**src/rtl/usbft_pkg.sv**
```systemverilog
`timescale 1ns/1ps
package usbft_pkg;
  typedef enum logic [1:0] {
    SEL_FRAME  = 2'd0,
    SEL_PSTART = 2'd1,
    SEL_LSTHR  = 2'd2,
    SEL_NONE   = 2'd3
  } usbft_sel_e;

  localparam int TGL_BIT = 31;
  localparam int PKT_LSB = 16;
endpackage

```
**src/rtl/usbft_cfg.sv**
```systemverilog
`timescale 1ns/1ps
module usbft_cfg #(
  parameter int CNT_W   = 14,
  parameter int PKT_W   = 15,
  parameter int LS_W    = 12,
  parameter int DATA_W  = 32,
  parameter int DEF_IVL = 11999
) (
  input  logic              clk,
  input  logic              rst_n,
  input  logic              wr_en,
  input  logic [1:0]        wr_sel,
  input  logic [DATA_W-1:0] wr_data,
  output logic [CNT_W-1:0]  ivl,
  output logic              ivl_tgl,
  output logic [PKT_W-1:0]  pkt_max,
  output logic [CNT_W-1:0]  pstart,
  output logic [LS_W-1:0]   ls_thr
);
  import usbft_pkg::*;

  usbft_sel_e sel;
  assign sel = usbft_sel_e'(wr_sel);

  always_ff @(posedge clk) begin
    if (!rst_n) begin
      ivl     <= CNT_W'(DEF_IVL);
      ivl_tgl <= 1'b0;
      pkt_max <= '0;
      pstart  <= '0;
      ls_thr  <= '0;
    end else if (wr_en) begin
      case (sel)
        SEL_FRAME: begin
          ivl     <= wr_data[CNT_W-1:0];
          pkt_max <= wr_data[PKT_LSB +: PKT_W];
          ivl_tgl <= wr_data[TGL_BIT];
        end
        SEL_PSTART: pstart <= wr_data[CNT_W-1:0];
        SEL_LSTHR:  ls_thr <= wr_data[LS_W-1:0];
        default: ;
      endcase
    end
  end
endmodule

```
**src/rtl/usbft_remain.sv**
```systemverilog
`timescale 1ns/1ps
module usbft_remain #(
  parameter int CNT_W = 14
) (
  input  logic             clk,
  input  logic             rst_n,
  input  logic             bit_tick,
  input  logic             run,
  input  logic [CNT_W-1:0] ivl,
  input  logic             ivl_tgl,
  input  logic [CNT_W-1:0] pstart,
  output logic [CNT_W-1:0] remain,
  output logic             remain_tgl,
  output logic             ev_enter,
  output logic             ev_wrap,
  output logic             ev_step,
  output logic             pstart_pulse
);
  logic run_q;
  logic ev_active;

  function automatic logic [CNT_W-1:0] count_down(input logic [CNT_W-1:0] v);
    return v - CNT_W'(1);
  endfunction

  assign ev_enter  = run & ~run_q;
  assign ev_active = run & run_q & bit_tick;
  assign ev_wrap   = ev_active & (remain == '0);
  assign ev_step   = ev_active & (remain != '0);

  always_ff @(posedge clk) begin
    if (!rst_n) begin
      run_q        <= 1'b0;
      remain       <= '0;
      remain_tgl   <= 1'b0;
      pstart_pulse <= 1'b0;
    end else begin
      run_q        <= run;
      pstart_pulse <= 1'b0;
      if (ev_enter) begin
        remain <= ivl;
      end else if (ev_wrap) begin
        remain     <= ivl;
        remain_tgl <= ivl_tgl;
      end else if (ev_step) begin
        remain       <= count_down(remain);
        pstart_pulse <= (count_down(remain) == pstart);
      end
    end
  end
endmodule

```
**src/rtl/usbft_fnum.sv**
```systemverilog
`timescale 1ns/1ps
module usbft_fnum #(
  parameter int FN_W = 16
) (
  input  logic            clk,
  input  logic            rst_n,
  input  logic            ev_wrap,
  output logic [FN_W-1:0] frame_num,
  output logic            sof_pulse,
  output logic            fno_pulse
);
  function automatic logic [FN_W-1:0] bump(input logic [FN_W-1:0] v);
    return v + FN_W'(1);
  endfunction

  function automatic logic msb_moved(input logic [FN_W-1:0] a, input logic [FN_W-1:0] b);
    return a[FN_W-1] ^ b[FN_W-1];
  endfunction

  always_ff @(posedge clk) begin
    if (!rst_n) begin
      frame_num <= '0;
      sof_pulse <= 1'b0;
      fno_pulse <= 1'b0;
    end else begin
      sof_pulse <= ev_wrap;
      fno_pulse <= ev_wrap & msb_moved(frame_num, bump(frame_num));
      if (ev_wrap) frame_num <= bump(frame_num);
    end
  end
endmodule

```
**src/rtl/usbft_pkt.sv**
```systemverilog
`timescale 1ns/1ps
module usbft_pkt #(
  parameter int PKT_W = 15
) (
  input  logic             clk,
  input  logic             rst_n,
  input  logic             load,
  input  logic             step,
  input  logic [PKT_W-1:0] pkt_max,
  output logic [PKT_W-1:0] pkt_cnt
);
  function automatic logic [PKT_W-1:0] drain(input logic [PKT_W-1:0] v);
    return (v == '0) ? v : v - PKT_W'(1);
  endfunction

  always_ff @(posedge clk) begin
    if (!rst_n)     pkt_cnt <= '0;
    else if (load)  pkt_cnt <= pkt_max;
    else if (step)  pkt_cnt <= drain(pkt_cnt);
  end
endmodule

```
**src/rtl/usb_frame_timer.sv**
```systemverilog
`timescale 1ns/1ps
module usb_frame_timer #(
  parameter int CNT_W   = 14,
  parameter int FN_W    = 16,
  parameter int PKT_W   = 15,
  parameter int LS_W    = 12,
  parameter int DATA_W  = 32,
  parameter int DEF_IVL = 11999
) (
  input  logic              clk,
  input  logic              rst_n,
  input  logic              bit_tick,
  input  logic              run,
  input  logic              wr_en,
  input  logic [1:0]        wr_sel,
  input  logic [DATA_W-1:0] wr_data,
  output logic [CNT_W-1:0]  remain,
  output logic              remain_tgl,
  output logic [FN_W-1:0]   frame_num,
  output logic              sof_pulse,
  output logic              fno_pulse,
  output logic              pstart_pulse,
  output logic [PKT_W-1:0]  pkt_cnt,
  output logic [LS_W-1:0]   ls_thr
);
  logic [CNT_W-1:0] cfg_ivl;
  logic             cfg_tgl;
  logic [PKT_W-1:0] cfg_pkt;
  logic [CNT_W-1:0] cfg_pstart;
  logic             ev_enter;
  logic             ev_wrap;
  logic             ev_step;

  usbft_cfg #(
    .CNT_W(CNT_W), .PKT_W(PKT_W), .LS_W(LS_W), .DATA_W(DATA_W), .DEF_IVL(DEF_IVL)
  ) u_cfg (
    .clk(clk), .rst_n(rst_n), .wr_en(wr_en), .wr_sel(wr_sel), .wr_data(wr_data),
    .ivl(cfg_ivl), .ivl_tgl(cfg_tgl), .pkt_max(cfg_pkt), .pstart(cfg_pstart),
    .ls_thr(ls_thr)
  );

  usbft_remain #(.CNT_W(CNT_W)) u_remain (
    .clk(clk), .rst_n(rst_n), .bit_tick(bit_tick), .run(run),
    .ivl(cfg_ivl), .ivl_tgl(cfg_tgl), .pstart(cfg_pstart),
    .remain(remain), .remain_tgl(remain_tgl),
    .ev_enter(ev_enter), .ev_wrap(ev_wrap), .ev_step(ev_step),
    .pstart_pulse(pstart_pulse)
  );

  usbft_fnum #(.FN_W(FN_W)) u_fnum (
    .clk(clk), .rst_n(rst_n), .ev_wrap(ev_wrap),
    .frame_num(frame_num), .sof_pulse(sof_pulse), .fno_pulse(fno_pulse)
  );

  usbft_pkt #(.PKT_W(PKT_W)) u_pkt (
    .clk(clk), .rst_n(rst_n), .load(ev_enter | ev_wrap), .step(ev_step),
    .pkt_max(cfg_pkt), .pkt_cnt(pkt_cnt)
  );
endmodule

```
**config.mk**
```make
export PLATFORM = sky130hd
export DESIGN_NAME = usb_frame_timer
export DESIGN_NICKNAME = d
export VERILOG_FILES = /design/src/rtl/usbft_pkg.sv /design/src/rtl/usbft_cfg.sv /design/src/rtl/usbft_remain.sv /design/src/rtl/usbft_fnum.sv /design/src/rtl/usbft_pkt.sv /design/src/rtl/usb_frame_timer.sv
export SDC_FILE = /design/constraint.sdc
export NUM_CORES = 1
export LEC_CHECK = 0
export CAP_MARGIN = 40
export CORE_UTILIZATION = 57
export CTS_CLUSTER_DIAMETER = 100
export CTS_CLUSTER_SIZE = 8
export DETAILED_ROUTE_END_ITERATION = 10
export PLACE_DENSITY_LB_ADDON = 0.12
export SETUP_SLACK_MARGIN = 0.5
export SYNTH_ARGS = -nofsm -noshare
export SYNTH_HDL_FRONTEND = slang
export SYNTH_SLANG_ARGS = --single-unit
export TNS_END_PERCENT = 5
```
**constraint.sdc**
```tcl
create_clock -name clk -period 7.3 [get_ports clk]
set_clock_uncertainty 0.1 [all_clocks]
set_input_delay 1.46 -clock clk [delete_from_list [all_inputs] [get_ports clk]]
set_output_delay 1.46 -clock clk [all_outputs]
set_load 0.005 [all_outputs]
```
==> impl_metrics.tcl, run 1 <==
set metrics [dict create \
    status "complete, no violations" \
    worstPathMaxFanout 19 \
    fin_nets 791 \
    setup_tns_ns 0 \
    grt_max_degree 45 \
    whs_ns 0.3599 \
    reg2reg_to "u_pkt.pkt_cnt[3]" \
    critPathKind "primary input to register" \
    clk_pin_slew_ns 0.11 \
    min_period_ns 4.045 \
    power_frac_clock 0.292 \
    rsz0062_at_grt "no" \
    diodes 0 \
    first_iter_violations 360 \
    r2r_cells 7 \
    overflow 0 \
    synthFlopType "dfxtp_1" \
    postCtsHoldBufs 0 \
    critPathSlowestCell "nand2_1" \
    required_ns 7.46 \
    comb_power_share 0.211 \
    fin_util 0.7294 \
    avgSynthCellArea_um2 7.783 \
    synth_area_um2 5324 \
    drtAntennaViolNets 0 \
    max_slew.worst_pin.slew_ns 0.9611 \
    swShare 0.3077 \
    setup-violations-final 0 \
    cts_buffer_depth 2 \
    boundaryPins 100 \
    multi_input_area_um2 2932 \
    synth-edff-count 0 \
    drt-total-wl_um 14820 \
    ctsResizeCount 0 \
    grt_pass1_wl_um 24740 \
    start_kind "primary input" \
    cts_made_buffers 9 \
    yosys.area.top_type "dfxtp_1" \
    power_frac_seq 0.497 \
    drv_cap 0 \
    synth_top_area_frac 0.3986 \
    htreeDepth 3 \
    synth-seq-cells 106 \
    fin_crit_sh 0.5541 \
    cts_root_buf "clkbuf_8" \
    wl_per_cell_um 17.21 \
    min_from "u_cfg.ls_thr[5]" \
    antenna_found_initial 0 \
    die_x_um 98.65 \
    powerDensity_nw_per_um2 199.0 \
    crit_chain "clkdlybuf4s50_1, nor3b_1, nand4_2, nand2_1, o21ai_0, a32o_1" \
    r2r_start "u_remain.remain[0]" \
    hold_viol 0 \
    postSynth.asyncResetShare 0 \
    drt_first_pass_iters 5 \
    min_to "u_cfg.ls_thr[5]" \
    synth_seq_area_share 0.3986 \
    cp.arrival_ns 4.21 \
    die_y_um 98.65 \
    grt.total_usage 0.3143 \
    synth.distinct_cells 69 \
    nFillCells 715 \
    max_freq_mhz 247.2 \
    cts.sinks 106 \
    min_path_type "register to register" \
    slowest_delay_ns 0.71 \
    core-area_um2 8891 \
    finalMaxSlewViolations 0 \
    leakagePower_nw 2.229 \
    die-area_um2 9731 \
    p_int_mw 0.8933 \
    cts_setup_buffers 0 \
    whs_path_depth 2 \
    clk_latency_ns 0.37 \
    drive_gt1_frac 0.06375 \
    max-vdd-ir-drop_v 0.0001847 \
    synthesis.nets 727 \
    synth_area_leaders "dfxtp_1, nand2_1, a21oi_1" \
    seq_area_um2 2122 \
    synth_cells 684 \
    avgViaCountPerCell 6.364 \
    vias 5479 \
    post-dp-hpwl_um 10220 \
    yosysWarnings 0 \
    drc 0 \
    syn_to_final_growth_pct 21.81 \
    cp-end-kind "register" \
    routabilityCongestion 0.8855 \
    grt_pass1_vias 5263 \
    cts_tree "done" \
    slew_headroom 0.3584 \
    p_sw_mw 0.3971 \
    start_util 0.5988 \
    cp-startpoint "bit_tick" \
    rows 34 \
    io_buffers 97 \
    r2r_setup_slack_ns 3.49 \
]
==> synthesized netlist by cell type, types with 2 or more instances <==
cell,instances
nand4_1,17
buf_2,10
and3_1,3
clkbuf_1,33
a221oi_1,2
or2_2,3
a41oi_1,3
a211oi_1,13
o211ai_1,3
buf_1,4
or3b_2,3
buf_6,2
or4_1,9
a21oi_1,75
nand3b_1,2
nor3_1,11
nor2_1,33
nor3b_1,3
a31oi_1,11
ha_1,4
inv_1,13
dfxtp_1,106
a2bb2oi_1,2
xnor2_1,18
o22ai_1,6
a21boi_0,3
a31o_2,4
nand3_1,35
and4_1,3
xor2_1,7
or3_1,8
o21ai_0,34
nor4_1,17
nand2_1,136
o32ai_1,5
nor4_2,2
nand2b_1,2
o221a_2,4
mux2i_1,5
==> power by group through the flow <==
stage | Combinational [mW] | Sequential (mW) | Clock [mW]
detailed placement | 0.267 | 0.653 | 0
global route | 0.298 | 0.645 | 0.403
CTS | 0.269 | 0.640 | 0.377
global placement | 0.258 | 0.651 | 0
finish | 0.273 | 0.641 | 0.377
floorplan | 0.187 | 0.634 | 0
==> state kept, by name, indices dropped and copies added (netlist names) <==
name                   cells
u_remain.remain           14
u_cfg.ivl_tgl              1
u_fnum.fno_pulse           1
u_fnum.frame_num          16
u_remain.pstart_pulse      1
u_remain.remain_tgl        1
u_cfg.ls_thr              12
u_remain.run_q             1
u_cfg.pkt_max             15
u_cfg.pstart              14
u_pkt.pkt_cnt             15
u_cfg.ivl                 14
u_fnum.sof_pulse           1
==> how the worst max path moves through the flow <==
stage / endpoint / slack [ns] / depth (start not counted)
floorplan: u_remain.remain[7] / 4.45 / 6
finish: u_pkt.pkt_cnt[3] / 3.25 / 6
global placement: u_pkt.pkt_cnt[3] / 2.96 / 6
global route: u_pkt.pkt_cnt[3] / 3.16 / 6
detailed placement: u_pkt.pkt_cnt[3] / 3.01 / 6
CTS: u_pkt.pkt_cnt[3] / 3.36 / 6
==> routing by layer <==
metal | vias up | global-route usage | share of wire
met5 | - | 0 | 0
met4 | 0 | 0.1378 | 0.029
met3 | 43 | 0.04965 | 0.074
met2 | 262 | 0.5395 | 0.48
met1 | 2569 | 0.3913 | 0.41
li1 | 2605 | - | -
==> critical path: cells and delay by family <==
kind / cells / cell delay, ns
AOI/OAI and AO/OA: 2 / 0.48
and+or+nand+nor: 3 / 1.67
buffers and inverters: 1 / 0.60
==> area by class of cell <==
class                   instances  share of cell area
clock inverters                 5            0.009647
inverters                      15            0.008682
well taps                     108             0.02084
multi-input cells             513              0.4521
flip-flops and latches        106              0.3272
repair buffers                103              0.1598
clock buffers                  11             0.02180
==> cells in the final DEF, fill, tap and decap left out, types with 3 or more instances in the layout <==
cell type / count
a31oi_1: 11
mux2i_1: 5
xor2_1: 7
xnor2_1: 18
or3b_2: 3
nor2_1: 33
inv_1: 13
o221a_2: 4
o22ai_1: 6
ha_1: 4
clkdlybuf4s50_1: 97
nand2_1: 136
o211ai_1: 3
and4_1: 3
clkbuf_8: 10
dfxtp_1: 106
or3_1: 8
nand3_1: 35
or4_1: 9
buf_4: 5
a21oi_1: 75
or2_2: 3
a41oi_1: 3
a211oi_1: 13
nor3_1: 11
and3_1: 3
nor4_1: 17
nand4_1: 17
o21ai_0: 34
o32ai_1: 5
a21boi_0: 3
a31o_2: 4
==> through the flow <==
step           cell area (µm²)  cells  setup WS (ns)  total power [mW]
6_report                  6485    861          3.255             1.290
4_1_cts                   6485    861          3.363             1.286
3_5_place_dp              6281    845          3.010            0.9197
5_1_grt                   6485    861          3.164             1.347
2_1_floorplan             5324    684          4.454            0.8212
3_3_place_gp              6254    844          2.964            0.9089
==> logic make-up after synthesis <==
group / Yosys count / synth area share
adders and majority gates: 5 / 0.01128
xor gates and xnor gates: 25 / 0.04113
DFF: 106 / 0.3986
muxes: 6 / 0.01152
AOI/OAI and AO/OA: 179 / 0.2085
buffers and inverters: 65 / 0.05170
and+or+nand+nor: 298 / 0.2773
Power figures use the tool's default switching activity.
==> run 2, diff against run 1 <==
--- a/config.mk
+++ b/config.mk
@@ -6,7 +6,7 @@
 export NUM_CORES = 1
 export LEC_CHECK = 0
 export CAP_MARGIN = 40
-export CORE_UTILIZATION = 57
+export CORE_UTILIZATION = 52
 export CTS_CLUSTER_DIAMETER = 100
 export CTS_CLUSTER_SIZE = 8
 export DETAILED_ROUTE_END_ITERATION = 10
==> constraint.sdc (replaced) <==
create_clock -name clk -period 4.2 [get_ports clk]
set_clock_uncertainty 0.1 [all_clocks]
set_input_delay 0.84 -clock clk [delete_from_list [all_inputs] [get_ports clk]]
set_output_delay 0.84 -clock clk [all_outputs]
set_load 0.005 [all_outputs]
==> run 2 against run 1 <==
Flip-flop and latch count unchanged. Critical path depth increased by 2. Sequential share of layout area is 0.21 points lower. Clock-buffer cell count stayed put. First-iteration DRC count is 4.7% lower. Clock power is 76% higher. Wire length is 0.43% higher. Register-to-register slack lost 2.4 ns. Sequential power is 73% higher. Final cell count grew 3.3%. Total power rose by 74%. Non-clock buffer count rose by 3. Largest cell class unchanged. Highest routed layer unchanged.
==> impl_metrics.tcl, run 2 (synthesized netlist as in run 1, its figures left out) <==
set metrics [dict create \
    setup-violations-final 0 \
    rsz0062_at_grt "no" \
    cp-startpoint "u_remain.remain[0]" \
    drt-total-wl_um 14880 \
    boundaryPins 100 \
    diodes 0 \
    die_y_um 103.2 \
    post-dp-hpwl_um 10460 \
    cts_root_buf "clkbuf_8" \
    grt.total_usage 0.2902 \
    cts_setup_buffers 0 \
    swShare 0.3034 \
    cpLargestDelayFamily "compound AO/OA/AOI/OAI gates" \
    reg_top3 "u_fnum.frame_num x16, u_cfg.pkt_max x15, u_pkt.pkt_cnt x15" \
    min_period_ns 3.145 \
    critPathKind "register to register" \
    dp_slack_ns 1.089 \
    leakagePower_nw 2.250 \
    cp_num_buf_inv 2 \
    powerDensity_nw_per_um2 344.8 \
    drv_cap 0 \
    start_util 0.5397 \
    critPathSlowestCell "a21oi_2" \
    overflow 0 \
    drt_first_pass_iters 5 \
    power_frac_clock 0.295 \
    min_to "u_cfg.ls_thr[6]" \
    p_int_mw 1.568 \
    worstPathMaxFanout 19 \
    whs_ns 0.3607 \
    htreeDepth 3 \
    max_slew.worst_pin.slew_ns 0.8758 \
    finalMaxSlewViolations 0 \
    final_cell_mix "nand2_1, dfxtp_1, clkdlybuf4s50_1" \
    slew_headroom 0.4161 \
    p_sw_mw 0.6829 \
    fin_crit_sh 0.7489 \
    core-area_um2 9864 \
    ctsResizeCount 0 \
    wl_per_cell_um 16.74 \
    hold_viol 0 \
    cts.sinks 106 \
    min_path_type "register to register" \
    required_ns 4.37 \
    start_kind "register" \
    clk_latency_ns 0.37 \
    avgViaCountPerCell 6.152 \
    drtAntennaViolNets 0 \
    crit_chain "inv_1, ha_1, or4b_2, nor4_4, a21oi_2, buf_4, o21ai_0, a221oi_1" \
    setup_tns_ns 0 \
    min_from "u_cfg.ls_thr[6]" \
    clk_pin_slew_ns 0.10 \
    syn_to_final_growth_pct 22.61 \
    power_frac_seq 0.495 \
    grt_pass1_vias 4997 \
    cp-end-kind "register" \
    die_x_um 103.2 \
    comb_power_share 0.210 \
    largest_register_ffs 16 \
    cp.arrival_ns 3.31 \
    routabilityCongestion 0.8862 \
    first_iter_violations 343 \
    r2r_cells 8 \
    cts_tree "done" \
    reg2reg_to "u_remain.remain[7]" \
    max_freq_mhz 317.9 \
    final_common_cell "nand2_1" \
    whs_path_depth 2 \
    final_area_um2 6528 \
    die-area_um2 10650 \
    cts_buffer_depth 2 \
    worst_slack_ns 1.055 \
    vias 5469 \
    largest_register "u_fnum.frame_num" \
    grt_pass1_wl_um 24160 \
    cts_made_buffers 9 \
    r2r_start "u_remain.remain[0]" \
    io_buffers 97 \
    drive_gt1_frac 0.06878 \
    status "complete, no violations" \
    r2r_setup_slack_ns 1.05 \
    postCtsHoldBufs 0 \
    fin_util 0.6617 \
    rows 36 \
    antenna_found_initial 0 \
    slowest_delay_ns 0.68 \
    max-vdd-ir-drop_v 0.0001989 \
    drc 0 \
    placed_area_um2 6315 \
    grt_max_degree 45 \
    fin_nets 794 \
]
run 2: cell types whose count changed in the layout (fill, tap and decap cells not counted):
cell | previous run | this run
buf_16 | 1 | 0
clkbuf_8 | 10 | 11
clkinvlp_4 | 2 | 0
clkbuf_1 | 1 | 0
buf_4 | 5 | 9
clkinv_4 | 1 | 2
clkinv_2 | 0 | 1
run 2: routing by layer:
metal  track usage  wire length, µm  up-vias
met2        0.4610             6956      262
met4        0.1138              389        0
met1        0.3939             6544     2565
li1              -                -     2610
met5             0                0        -
met3       0.04973              994       32
run 2: per-stage QoR:
step	instances	power, mW
after floorplan	684	1.427
after global placement	873	1.588
after detailed placement	873	1.598
after CTS	889	2.255
after global routing	889	2.360
final	889	2.251
run 2: how the worst max path moves through the flow:
stage	endpoint	slack (ns)	depth (start not counted)
final	u_remain.remain[7]	1.05	8
after global routing	u_remain.remain[7]	0.82	8
after CTS	u_remain.remain[7]	1.11	8
after detailed placement	u_remain.remain[7]	1.09	5
after global placement	u_pkt.pkt_cnt[3]	1.11	6
after floorplan	u_pkt.pkt_cnt[10]	1.61	9
run 2: area by class of cell:
class / instances / area (µm²)
clock buffers: 11 / 151.4
clock inverters: 5 / 61.31
fillers: 856 / 3337
inverters: 15 / 56.30
multi-input cells: 513 / 2932
flip-flops and latches: 106 / 2122
well taps: 133 / 166.4
repair buffers: 106 / 1039
run 2: power groups by stage:
stage,sequential (mW),combinational [mW],clock [mW]
after floorplan,1.10,0.325,0
after global placement,1.13,0.457,0
after detailed placement,1.13,0.465,0
after CTS,1.11,0.467,0.677
after global routing,1.12,0.518,0.722
final,1.11,0.473,0.664
run 2: tightest hold or removal path, stage by stage, from the launching register on:
cell and delay [ns]:
dfxtp_1 0.32, nand2_1 0.05, a21oi_1 0.05
==> run 3, diff against run 2 <==
==> constraint.sdc (replaced) <==
create_clock -name clk -period 3 [get_ports clk]
set_clock_uncertainty 0.1 [all_clocks]
set_input_delay 0.6 -clock clk [delete_from_list [all_inputs] [get_ports clk]]
set_output_delay 0.6 -clock clk [all_outputs]
set_load 0.005 [all_outputs]
==> run 3 against run 2 <==
Total power grew 49%. Critical path type unchanged. Utilization is 3.0 points higher. Largest cell class unchanged. First-iteration DRC count up 38%.
==> impl_metrics.tcl, run 3 (synthesized netlist as in run 1, its figures left out) <==
set metrics [dict create \
    status "complete, no violations" \
    drtAntennaViolNets 0 \
    drive_gt1_frac 0.1101 \
    max_freq_mhz 398.9 \
    max-vdd-ir-drop_v 0.0003103 \
    leakagePower_nw 2.409 \
    min_period_ns 2.507 \
    rows 36 \
    drc 0 \
    cts_root_buf "clkbuf_8" \
    overflow 0 \
    wl_per_cell_um 17.13 \
    hold_viol 0 \
    die_y_um 103.2 \
    whs_ns 0.3573 \
    finalMaxSlewViolations 0 \
    clk_pin_slew_ns 0.10 \
    cts_made_buffers 9 \
    grt.total_usage 0.3045 \
    setup_tns_ns 0 \
    max_slew.worst_pin.slew_ns 0.6524 \
    start_util 0.5397 \
    whs_path_depth 2 \
    postCtsHoldBufs 0 \
    worstPathMaxFanout 9 \
    min_path_type "register to register" \
    fin_crit_sh 0.8357 \
    cp_num_buf_inv 3 \
    grt_pass1_wl_um 25300 \
    drt-total-wl_um 15660 \
    cp.arrival_ns 2.69 \
    io_buffers 97 \
    cts.sinks 106 \
    start_kind "register" \
    post-dp-hpwl_um 10790 \
    vias 5526 \
    dp_cells 894 \
    antenna_found_initial 0 \
    largest_register "u_fnum.frame_num" \
    instances_no_fill 914 \
    cp_num_cells 9 \
    largest_register_ffs 16 \
    cts_tree "done" \
    avgViaCountPerCell 6.046 \
    die_x_um 103.2 \
    nFillCells 837 \
    htreeDepth 3 \
    drt_first_pass_iters 5 \
    clk_latency_ns 0.37 \
    cts_buffer_depth 2 \
    routabilityCongestion 0.8942 \
    final_cell_mix "nand2_1, dfxtp_1, clkdlybuf4s50_1" \
    rsz0062_at_grt "yes" \
    cpLargestDelayFamily "simple AND/OR/NAND/NOR gates" \
    slowest_delay_ns 0.52 \
    fin_nets 822 \
    crit_chain "inv_2, ha_4, or4b_4, nor4_4, buf_4, a21oi_4, buf_12, mux2_2, a32o_1" \
    syn_to_final_growth_pct 28.23 \
    required_ns 3.18 \
    grt_max_degree 46 \
    final_common_cell "nand2_1" \
    slew_headroom 0.5638 \
    critPathKind "register to register" \
    setup-violations-final 0 \
    first_iter_violations 475 \
    power_mw 3.351 \
    drv_cap 0 \
    boundaryPins 100 \
    grt_pass1_vias 5138 \
    fin_util 0.6920 \
    core-area_um2 9864 \
    r2r_cells 9 \
    critPathSlowestCell "or4b_4" \
    die-area_um2 10650 \
    diodes 0 \
    powerDensity_nw_per_um2 490.9 \
    cp-end-kind "register" \
    reg_top3 "u_fnum.frame_num x16, u_cfg.pkt_max x15, u_pkt.pkt_cnt x15" \
]
run 3: worst paths after layout:
| path | slack, ns | from | end |
|---|---|---|---|
| worst max-delay path | 0.49 | u_remain.remain[0] | u_pkt.pkt_cnt[3] |
| worst min-delay path | 0.36 | u_cfg.ls_thr[11] | u_cfg.ls_thr[11] |
| worst max register to register | 0.49 | u_remain.remain[0] | u_pkt.pkt_cnt[3] |
| worst min register to register | 0.36 | u_cfg.ls_thr[11] | u_cfg.ls_thr[11] |
run 3: metal layers:
layer / vias to the layer above / global-route usage / share of wire / wire length, µm
met5: - / 0 / 0 / 0
met4: 0 / 0.1148 / 0.026 / 409
met3: 47 / 0.06116 / 0.079 / 1238
met2: 277 / 0.4892 / 0.47 / 7295
met1: 2536 / 0.4051 / 0.43 / 6712
li1: 2666 / - / - / -
run 3: layout make-up:
type	count	area, µm²	share of cell area
tap	133	166.4	0.02438
clock inverter	3	90.09	0.01320
multi-input combinational	514	2994	0.4386
sequential	106	2125	0.3112
inverter	15	56.30	0.008248
timing repair buffer	133	1257	0.1842
clock buffer	10	137.6	0.02016
run 3: worst register-to-register path, cell delays in order, from the launching register on:
cell and delay, ns:
dfxtp_1 0.33, inv_2 0.09, ha_4 0.16, or4b_4 0.52, nor4_4 0.33, buf_4 0.19
a21oi_4 0.06, buf_12 0.16, mux2_2 0.27, a32o_1 0.19
run 3: report_power, final:
group / internal [mW] / switching (mW)
combinational: 0.353 / 0.420
clock: 0.564 / 0.478
sequential: 1.47 / 0.0708
total: 2.38 / 0.968
run 3: what timing repair did:
item                                   4_1_cts  5_1_grt
gates cloned                                 0        1
setup buffers                                0        6
setup endpoints to repair                   39       37
pin swaps                                    0        5
endpoints found under the hold margin        0        0
gates resized for setup                      4        9
run 3: through the flow:
stage | area, µm² | worst slack, ns
floorplan | 5328 | 0.4926
global placement | 6469 | 0.1720
detailed placement | 6480 | 0.08811
CTS | 6730 | 0.4626
global route | 6827 | 0.4182
finish | 6827 | 0.4930
